### src/rtl/spk_acc_pkg.sv
package spk_acc_pkg;
  typedef enum logic [0:0] {SEQ_IDLE, SEQ_RUN} seq_state_t;
endpackage

### src/rtl/leak_stage.sv
module leak_stage #(
  parameter int W     = 12,
  parameter int SH    = 2,
  parameter int ADD_W = 12
) (
  input  logic [W-1:0]     cur,
  input  logic [ADD_W-1:0] add_in,
  output logic [W-1:0]     nxt
);
  localparam logic [W:0] MAXV = {1'b0, {W{1'b1}}};

  logic [W-1:0] decayed;
  logic [W:0]   sum;

  always_comb begin
    decayed = cur - (cur >> SH);
    sum     = {1'b0, decayed} + (W+1)'(add_in);
    nxt     = (sum > MAXV) ? {W{1'b1}} : sum[W-1:0];
  end
endmodule

### src/rtl/sat_accum.sv
module sat_accum #(
  parameter int EW = 11,
  parameter int QW = 14
) (
  input  logic          en,
  input  logic [EW-1:0] e_in,
  input  logic [QW-1:0] q_in,
  output logic [EW-1:0] e_out
);
  localparam int SW = ((EW > QW) ? EW : QW) + 1;
  localparam logic [SW-1:0] EMAX = SW'({EW{1'b1}});

  logic [SW-1:0] sum;

  always_comb begin
    sum = SW'(e_in) + SW'(q_in);
    if (!en)
      e_out = e_in;
    else if (sum > EMAX)
      e_out = {EW{1'b1}};
    else
      e_out = sum[EW-1:0];
  end
endmodule

### src/rtl/step_sequencer.sv
module step_sequencer
  import spk_acc_pkg::*;
#(
  parameter int N_SYN = 8,
  parameter int IDX_W = 3
) (
  input  logic             clk,
  input  logic             rst,
  input  logic             step_go,
  output logic             accept,
  output logic             busy,
  output logic [IDX_W-1:0] idx,
  output logic             step_done
);
  localparam logic [IDX_W-1:0] LAST = IDX_W'(N_SYN - 1);

  seq_state_t state;

  assign busy   = (state == SEQ_RUN);
  assign accept = (state == SEQ_IDLE) && step_go;

  always_ff @(posedge clk) begin
    if (rst) begin
      state     <= SEQ_IDLE;
      idx       <= '0;
      step_done <= 1'b0;
    end else begin
      step_done <= 1'b0;
      case (state)
        SEQ_IDLE: begin
          if (step_go) begin
            state <= SEQ_RUN;
            idx   <= '0;
          end
        end
        default: begin
          if (idx == LAST) begin
            state     <= SEQ_IDLE;
            step_done <= 1'b1;
          end else begin
            idx <= idx + 1'b1;
          end
        end
      endcase
    end
  end
endmodule

### src/rtl/spk_contrib_accum.sv
module spk_contrib_accum #(
  parameter int N_SYN     = 8,
  parameter int E_W       = 11,
  parameter int E_FRAC    = 6,
  parameter int P_W       = 12,
  parameter int Q_W       = 14,
  parameter int SYN_SHIFT = 2,
  parameter int MEM_SHIFT = 3,
  localparam int IDX_W    = (N_SYN > 1) ? $clog2(N_SYN) : 1
) (
  input  logic             clk,
  input  logic             rst,
  input  logic             step_go,
  input  logic             first_step,
  input  logic [N_SYN-1:0] pre_spk,
  input  logic             post_fire,
  input  logic [IDX_W-1:0] rd_addr,
  output logic             busy,
  output logic             step_done,
  output logic [E_W-1:0]   rd_data
);
  localparam int SPK_INC_I = 1 << (E_FRAC - SYN_SHIFT);
  localparam logic [P_W-1:0] SPK_INC = P_W'(SPK_INC_I);

  logic [P_W-1:0] p_mem [N_SYN];
  logic [Q_W-1:0] q_mem [N_SYN];
  logic [E_W-1:0] e_mem [N_SYN];

  logic             accept;
  logic [IDX_W-1:0] idx;
  logic [N_SYN-1:0] spk_l;
  logic             fire_l;
  logic             first_l;

  logic             spk_bit;
  logic             wr_en;
  logic [P_W-1:0]   p_cur, p_nxt, p_add;
  logic [Q_W-1:0]   q_cur, q_lk, q_wr;
  logic [E_W-1:0]   e_cur, e_nxt;

  step_sequencer #(.N_SYN(N_SYN), .IDX_W(IDX_W)) u_seq (
    .clk      (clk),
    .rst      (rst),
    .step_go  (step_go),
    .accept   (accept),
    .busy     (busy),
    .idx      (idx),
    .step_done(step_done)
  );

  always_ff @(posedge clk) begin
    if (rst) begin
      spk_l   <= '0;
      fire_l  <= 1'b0;
      first_l <= 1'b0;
    end else if (accept) begin
      spk_l   <= pre_spk;
      fire_l  <= post_fire;
      first_l <= first_step;
    end
  end

  assign wr_en   = busy;
  assign spk_bit = spk_l[idx];
  assign p_cur   = first_l ? '0 : p_mem[idx];
  assign q_cur   = first_l ? '0 : q_mem[idx];
  assign e_cur   = first_l ? '0 : e_mem[idx];
  assign p_add   = spk_bit ? SPK_INC : '0;

  leak_stage #(.W(P_W), .SH(SYN_SHIFT), .ADD_W(P_W)) u_trace (
    .cur   (p_cur),
    .add_in(p_add),
    .nxt   (p_nxt)
  );

  leak_stage #(.W(Q_W), .SH(MEM_SHIFT), .ADD_W(P_W)) u_contrib (
    .cur   (q_cur),
    .add_in(p_nxt),
    .nxt   (q_lk)
  );

  sat_accum #(.EW(E_W), .QW(Q_W)) u_acc (
    .en   (fire_l),
    .e_in (e_cur),
    .q_in (q_lk),
    .e_out(e_nxt)
  );

  assign q_wr = fire_l ? '0 : q_lk;

  always_ff @(posedge clk) begin
    if (wr_en) begin
      p_mem[idx] <= p_nxt;
      q_mem[idx] <= q_wr;
      e_mem[idx] <= e_nxt;
    end
  end

  always_ff @(posedge clk) begin
    if (rst) rd_data <= '0;
    else     rd_data <= e_mem[rd_addr];
  end
endmodule

### config.mk
export PLATFORM = sky130hd
export DESIGN_NAME = spk_contrib_accum
export DESIGN_NICKNAME = d
export VERILOG_FILES = /design/src/rtl/spk_acc_pkg.sv /design/src/rtl/leak_stage.sv /design/src/rtl/sat_accum.sv /design/src/rtl/step_sequencer.sv /design/src/rtl/spk_contrib_accum.sv
export SDC_FILE = /design/constraint.sdc
export NUM_CORES = 1
export LEC_CHECK = 0
export BUFFER_PORTS_ARGS = -buffer_cell sky130_fd_sc_hd__buf_2
export CORE_MARGIN = 2
export CORE_UTILIZATION = 30
export DETAILED_ROUTE_END_ITERATION = 7
export SYNTH_ARGS = -nofsm -noshare
export SYNTH_HDL_FRONTEND = slang
export SYNTH_SLANG_ARGS = --single-unit
export TNS_END_PERCENT = 30
### constraint.sdc
create_clock -name clk -period 28.3 [get_ports clk]
set_input_delay 4.245 -clock clk [delete_from_list [all_inputs] [get_ports clk]]
set_output_delay 4.245 -clock clk [all_outputs]
set_load 0.05 [all_outputs]
### Word-level counts from Yosys, hierarchy flattened

Memories as Yosys holds them, arrays and structs flattened. A register that Yosys moved wholly into a read port is not among the register bits.
Index checks and enable logic that the tools add are counted.

| storage, ports and cells | value |
|---|---|
| RAM bits | 296 |
| ROM bits | 0 |
| memories kept | 3 |
| logic and storage cells | 52 |
| register bits | 15 |
| latch bits | 0 |

| cells by class | value |
|---|---|
| magnitude comparators | 4 |
| shifts and indexed selects | 0 |
| multiplexer cells | 26 |
| bitwise gates (word level) | 1 |
| add/sub/neg operators | 6 |
| equal/unequal tests | 2 |
| divide/modulo/power cells | 0 |
| reduce and logical (&&, ||, !) cells | 4 |
| multiply operators | 0 |

Memory list:

| name | words | bits a word | rd ports | clocked after memory_dff | write ports | line | text |
|---|---|---|---|---|---|---|---|
| q_mem | 8 | 14 | 1 | 1 | 1 | spk_contrib_accum.sv:26 | `logic [Q_W-1:0] q_mem [N_SYN];` |
| p_mem | 8 | 12 | 1 | 1 | 1 | spk_contrib_accum.sv:25 | `logic [P_W-1:0] p_mem [N_SYN];` |
| e_mem | 8 | 11 | 2 | 2 | 1 | spk_contrib_accum.sv:27 | `logic [E_W-1:0] e_mem [N_SYN];` |

Operators by type and width:

| cell | number |
|---|---|
| $mux W14 | 3 |
| $mux W11 | 3 |
| $mux W3 | 9 |
| $mux W12 | 2 |
| $add A11 B14 Y15 | 1 |
| $add A14 B12 Y15 | 1 |
| $gt A15 B11 Y1 const B | 1 |
| $gt A15 B14 Y1 const B | 1 |
| $sub A14 B11 Y14 | 1 |
| $add A12 B5 Y13 | 1 |
| $gt A13 B12 Y1 const B | 1 |
| $sub A12 B10 Y12 | 1 |
| $mux W1 | 7 |
| $mux W5 | 1 |
| $lt A3 B4 Y1 const B | 1 |
| $add A3 B1 Y3 const B | 1 |
| $bmux W1 S3 | 1 |
| $eq A3 B3 Y1 const B | 1 |
| $ne A2 B2 Y1 const B | 1 |
| $reduce_and A2 Y1 | 1 |
| $reduce_bool A2 Y1 | 1 |
| $reduce_or A2 Y1 | 1 |
| $logic_and A1 B1 Y1 | 1 |
| $not A1 Y1 | 1 |

### Depth between registers and ports, before layout

| logic depth | value |
|---|---|
| word-level depth | 13 |
| gate-level depth with buffers | 47 |

### Cells and area by module

Synthesis repeated with hierarchy kept, for this count alone.

| second synthesis, totals | value |
|---|---|
| cells, all modules | 1232 |
| area total of the unflattened synthesis | 16467.0 sq um |

By module, submodules not included:

| module | cells an instance | instances | area an instance (sq um) | sequential area each (sq um) |
|---|---|---|---|---|
| spk_contrib_accum | 784 | 1 | 13037.5 | 9308.9 |
| leak_stage (u_contrib) | 182 | 1 | 1343.8 | 0.0 |
| leak_stage (u_trace) | 158 | 1 | 1132.3 | 0.0 |
| sat_accum | 87 | 1 | 713.2 | 0.0 |
| step_sequencer | 21 | 1 | 240.2 | 100.1 |

### Worst setup path before layout

Ideal clock, no wire load.

| timing path | value |
|---|---|
| path kind | flip-flop to flip-flop |
| from | register with a tool-made name |
| to | memory e_mem[0][0], data pin |
| buffers on the path | 8 |
| cell stages (with the launch flop) | 46 |
| arrival time | 10.047 ns |
| path slack | 17.972 ns |
| clock period less this slack | 10.328 ns |
| path through | dfxtp_1 buf_6 clkbuf_1 clkbuf_1 buf_1 mux4_2 nand2_1 a21o_1 inv_1 ha_1 a21o_1 a21oi_1 nand4_1 o211ai_4 mux2i_1 a31o_2 nor2_1 nand2_1 [10 not listed] buf_2 nand2_1 ha_1 nor2b_1 o21ai_0 a21boi_0 o21ai_0 a21boi_0 o21ai_0 a21boi_0 o21ai_0 a21boi_0 or2_2 a41o_1 a41oi_1 o2111ai_2 buf_6 o22a_1 |

RTL lines:

| item | line |
|---|---|
| to (decl) | spk_contrib_accum.sv:27 |

==> metrics.txt <==
Setup TNS Final=0 ns; Final ANT Viol Nets=0; post_cts resized=0; Post-CTS Hold Buffers=0; Core Footprint=roughly 0.053 mm2; Clock Skew=roughly 0.028 ns; most numerous cell on the critical path=o21ai_0; min Tclk post-route=~11 ns; Crit Path Max Fanout=just over 60; final hold vios=0; Max Slew Vio Count=0; register area share after synthesis=between 50% and 60%; top cell type's share of synthesized area=between 50% and 60%; Num CTS Buffers=36; DRT Pass-1 Iters=5; Top FF cell, synth=edfxtp_1; # nets final=roughly 1,200; clock insertion delay at the later pin of the skew report=between 0.5 and 0.6 ns; total number of vias=just over 9,000; Placer Congestion=0.849; leading area contributor after synthesis=edfxtp_1; layout cells sized above 1=20.7%; clock tree from TritonCTS=done; post-synth cell types=about 70; post-CTS setup buffers=0; top cells by area, synth=edfxtp_1 (56%), mux4_2 (13%), ha_1 (3.7%), dfxtp_1 (3.6%), mux2i_1 (2.6%); syn nets=around 1,100; RSZ-0062 raised after global routing=false; critical path type=flip-flop to flip-flop; clk root buf=clkbuf_16; final wirelength=35,900 um; Antenna Diode Count=0; Crit. End Element=flip-flop; Post-DP HPWL=approximately 22,000 um; Yosys reg bits=roughly 330; Via density=a little over 5; Congestion Overflow GR=0; largest net degree at the start of global routing=62; startpoint types=flip-flop; FF-to-FF setup slack=~17 ns; first-pass GRT wire length=roughly 56,000 um; mapped cell area=roughly 0.016 mm2; fmax=0.0911 GHz; Worst Reg-to-Reg Cells=39; clk buf depth=3; Ports=29; Ys Warns=0; drt wl/cell=19.7 um; clock-pin slew on the worst setup and hold paths=approximately 0.06 ns; hold depth=2; most numerous cell in the Yosys netlist=edfxtp_1; Largest stage delay, worst path=~0.8 ns; number of synthesized flops with an enable pin=a little under 300; Die Ht=around 230 um; DR DRC count=0; HP Class=flip-flop to flip-flop; count of final setup violators=0; CTS HTree Levels=2; vias in the first global route=roughly 9,400; starting DRC count in detailed routing=~600; Final period util=about two fifths; Worst slew margin=approximately 29%; Synth-to-Final Area Change=13.4%; die area=about 0.055 mm2; ys async rst share=0%; Initial Util=a little under a third; synthesized area per cell=about 15 um2; Crit-path slowest cell=buf_4; Total Routing Usage GR=13.4%; Max Cap Viol=0; num rows=84; Post-synth top cells=edfxtp_1 (296), mux4_2 (94), nor2_1 (75); # clock sinks=325; die width=about 230 um; port bufs=28; Slew @ Worst Pin=~1.1 ns; critical path arrival=11.21 ns; initial antenna violation count=0; Synth Instances=between 1,000 and 1,500; status=finished clean; Critical Path RT=approximately 29 ns
-- sequential cells by signal (all words and copies together) (netlist names), named ones only --
name / count
q_mem: 112
p_mem: 96
e_mem: 88
rd_data: 11
spk_l: 8
u_seq.idx: 3
fire_l: 1
first_l: 1
u_seq.busy: 1
u_seq.step_done: 1
-- cells in the final DEF, fill, tap and decap left out, drive strengths merged, types with 29 or more instances in the layout --
| cell type | Yosys | final |
|---|---|---|
| a21oi | 53 | 53 |
| buf | 18 | 43 |
| clkbuf | 33 | 40 |
| dfxtp | 29 | 29 |
| edfxtp | 296 | 296 |
| ha | 47 | 47 |
| inv | 52 | 53 |
| mux2i | 42 | 42 |
| mux4 | 94 | 94 |
| nand2 | 72 | 72 |
| nor2 | 76 | 76 |
| o21ai | 35 | 35 |
| xnor2 | 31 | 31 |
-- per-layer routing --
metal	part of all wire, %	wire, um	up-vias	GRT usage (%)
met5	0	0	-	0
met2	49	17600	179	22.4
met4	2.2	782	0	3.97
met3	4.1	1480	53	1.91
met1	45	16100	4770	18.0
li1	-	-	4219	-
-- stage by stage --
stage / hold slack [ns] / setup WS [ns] / util, % / std cells / area (um2)
floorplan: 0.433 / 17.97 / - / 1080 / 15900
global placement: 0.445 / 17.73 / 32.1 / 1760 / 16900
detailed placement: 0.452 / 17.39 / 32.1 / 1760 / 16900
CTS: 0.459 / 17.35 / 34.4 / 1821 / 18100
global route: 0.485 / 16.30 / 34.4 / 1821 / 18100
finish: 0.459 / 17.32 / 34.4 / 1821 / 18100
-- logic make-up after synthesis --
logic type | share of synthesized area [%]
adder cells (fa/ha/maj) | 4.19
XOR/XNOR | 2.47
flip-flops | 59.4
AND/OR/NAND/NOR | 7.18
AO/OA/AOI/OAI | 7.84
buffers and inverters | 2.70
multiplexers | 16.2
-- critical path: cells and delay by family, from the launching register on --
kind / cells / cell delay (ns)
AO/OA/AOI/OAI: 22 / 6.25
adder cells (fa/ha/maj): 4 / 1.08
buffers and inverters: 2 / 0.87
flip-flops: 1 / 0.49
multiplexers: 2 / 0.52
AND/OR/NAND/NOR: 9 / 1.42
-- cell type report --
class,count,area [um2]
timing repair buffer,43,253
inverter,52,195
clock inverter,21,263
multi-input combinational,652,6090
fill,4961,34500
sequential,325,9480
clock buffer,40,937
tap,688,861
-- path summary, 6_finish.rpt --
path                    startpoint                    end
max                      flip-flop  e_mem[2][5]$_DFFE_PP_
max reg2reg              flip-flop  e_mem[2][5]$_DFFE_PP_
min reg2reg  spk_l[3]$_SDFFE_PP0P_  spk_l[3]$_SDFFE_PP0P_
min          spk_l[3]$_SDFFE_PP0P_  spk_l[3]$_SDFFE_PP0P_
Power is left out: the tool's default activity adds up to more than one toggle a clock period on the data nets, which glitch-free logic cannot reach.
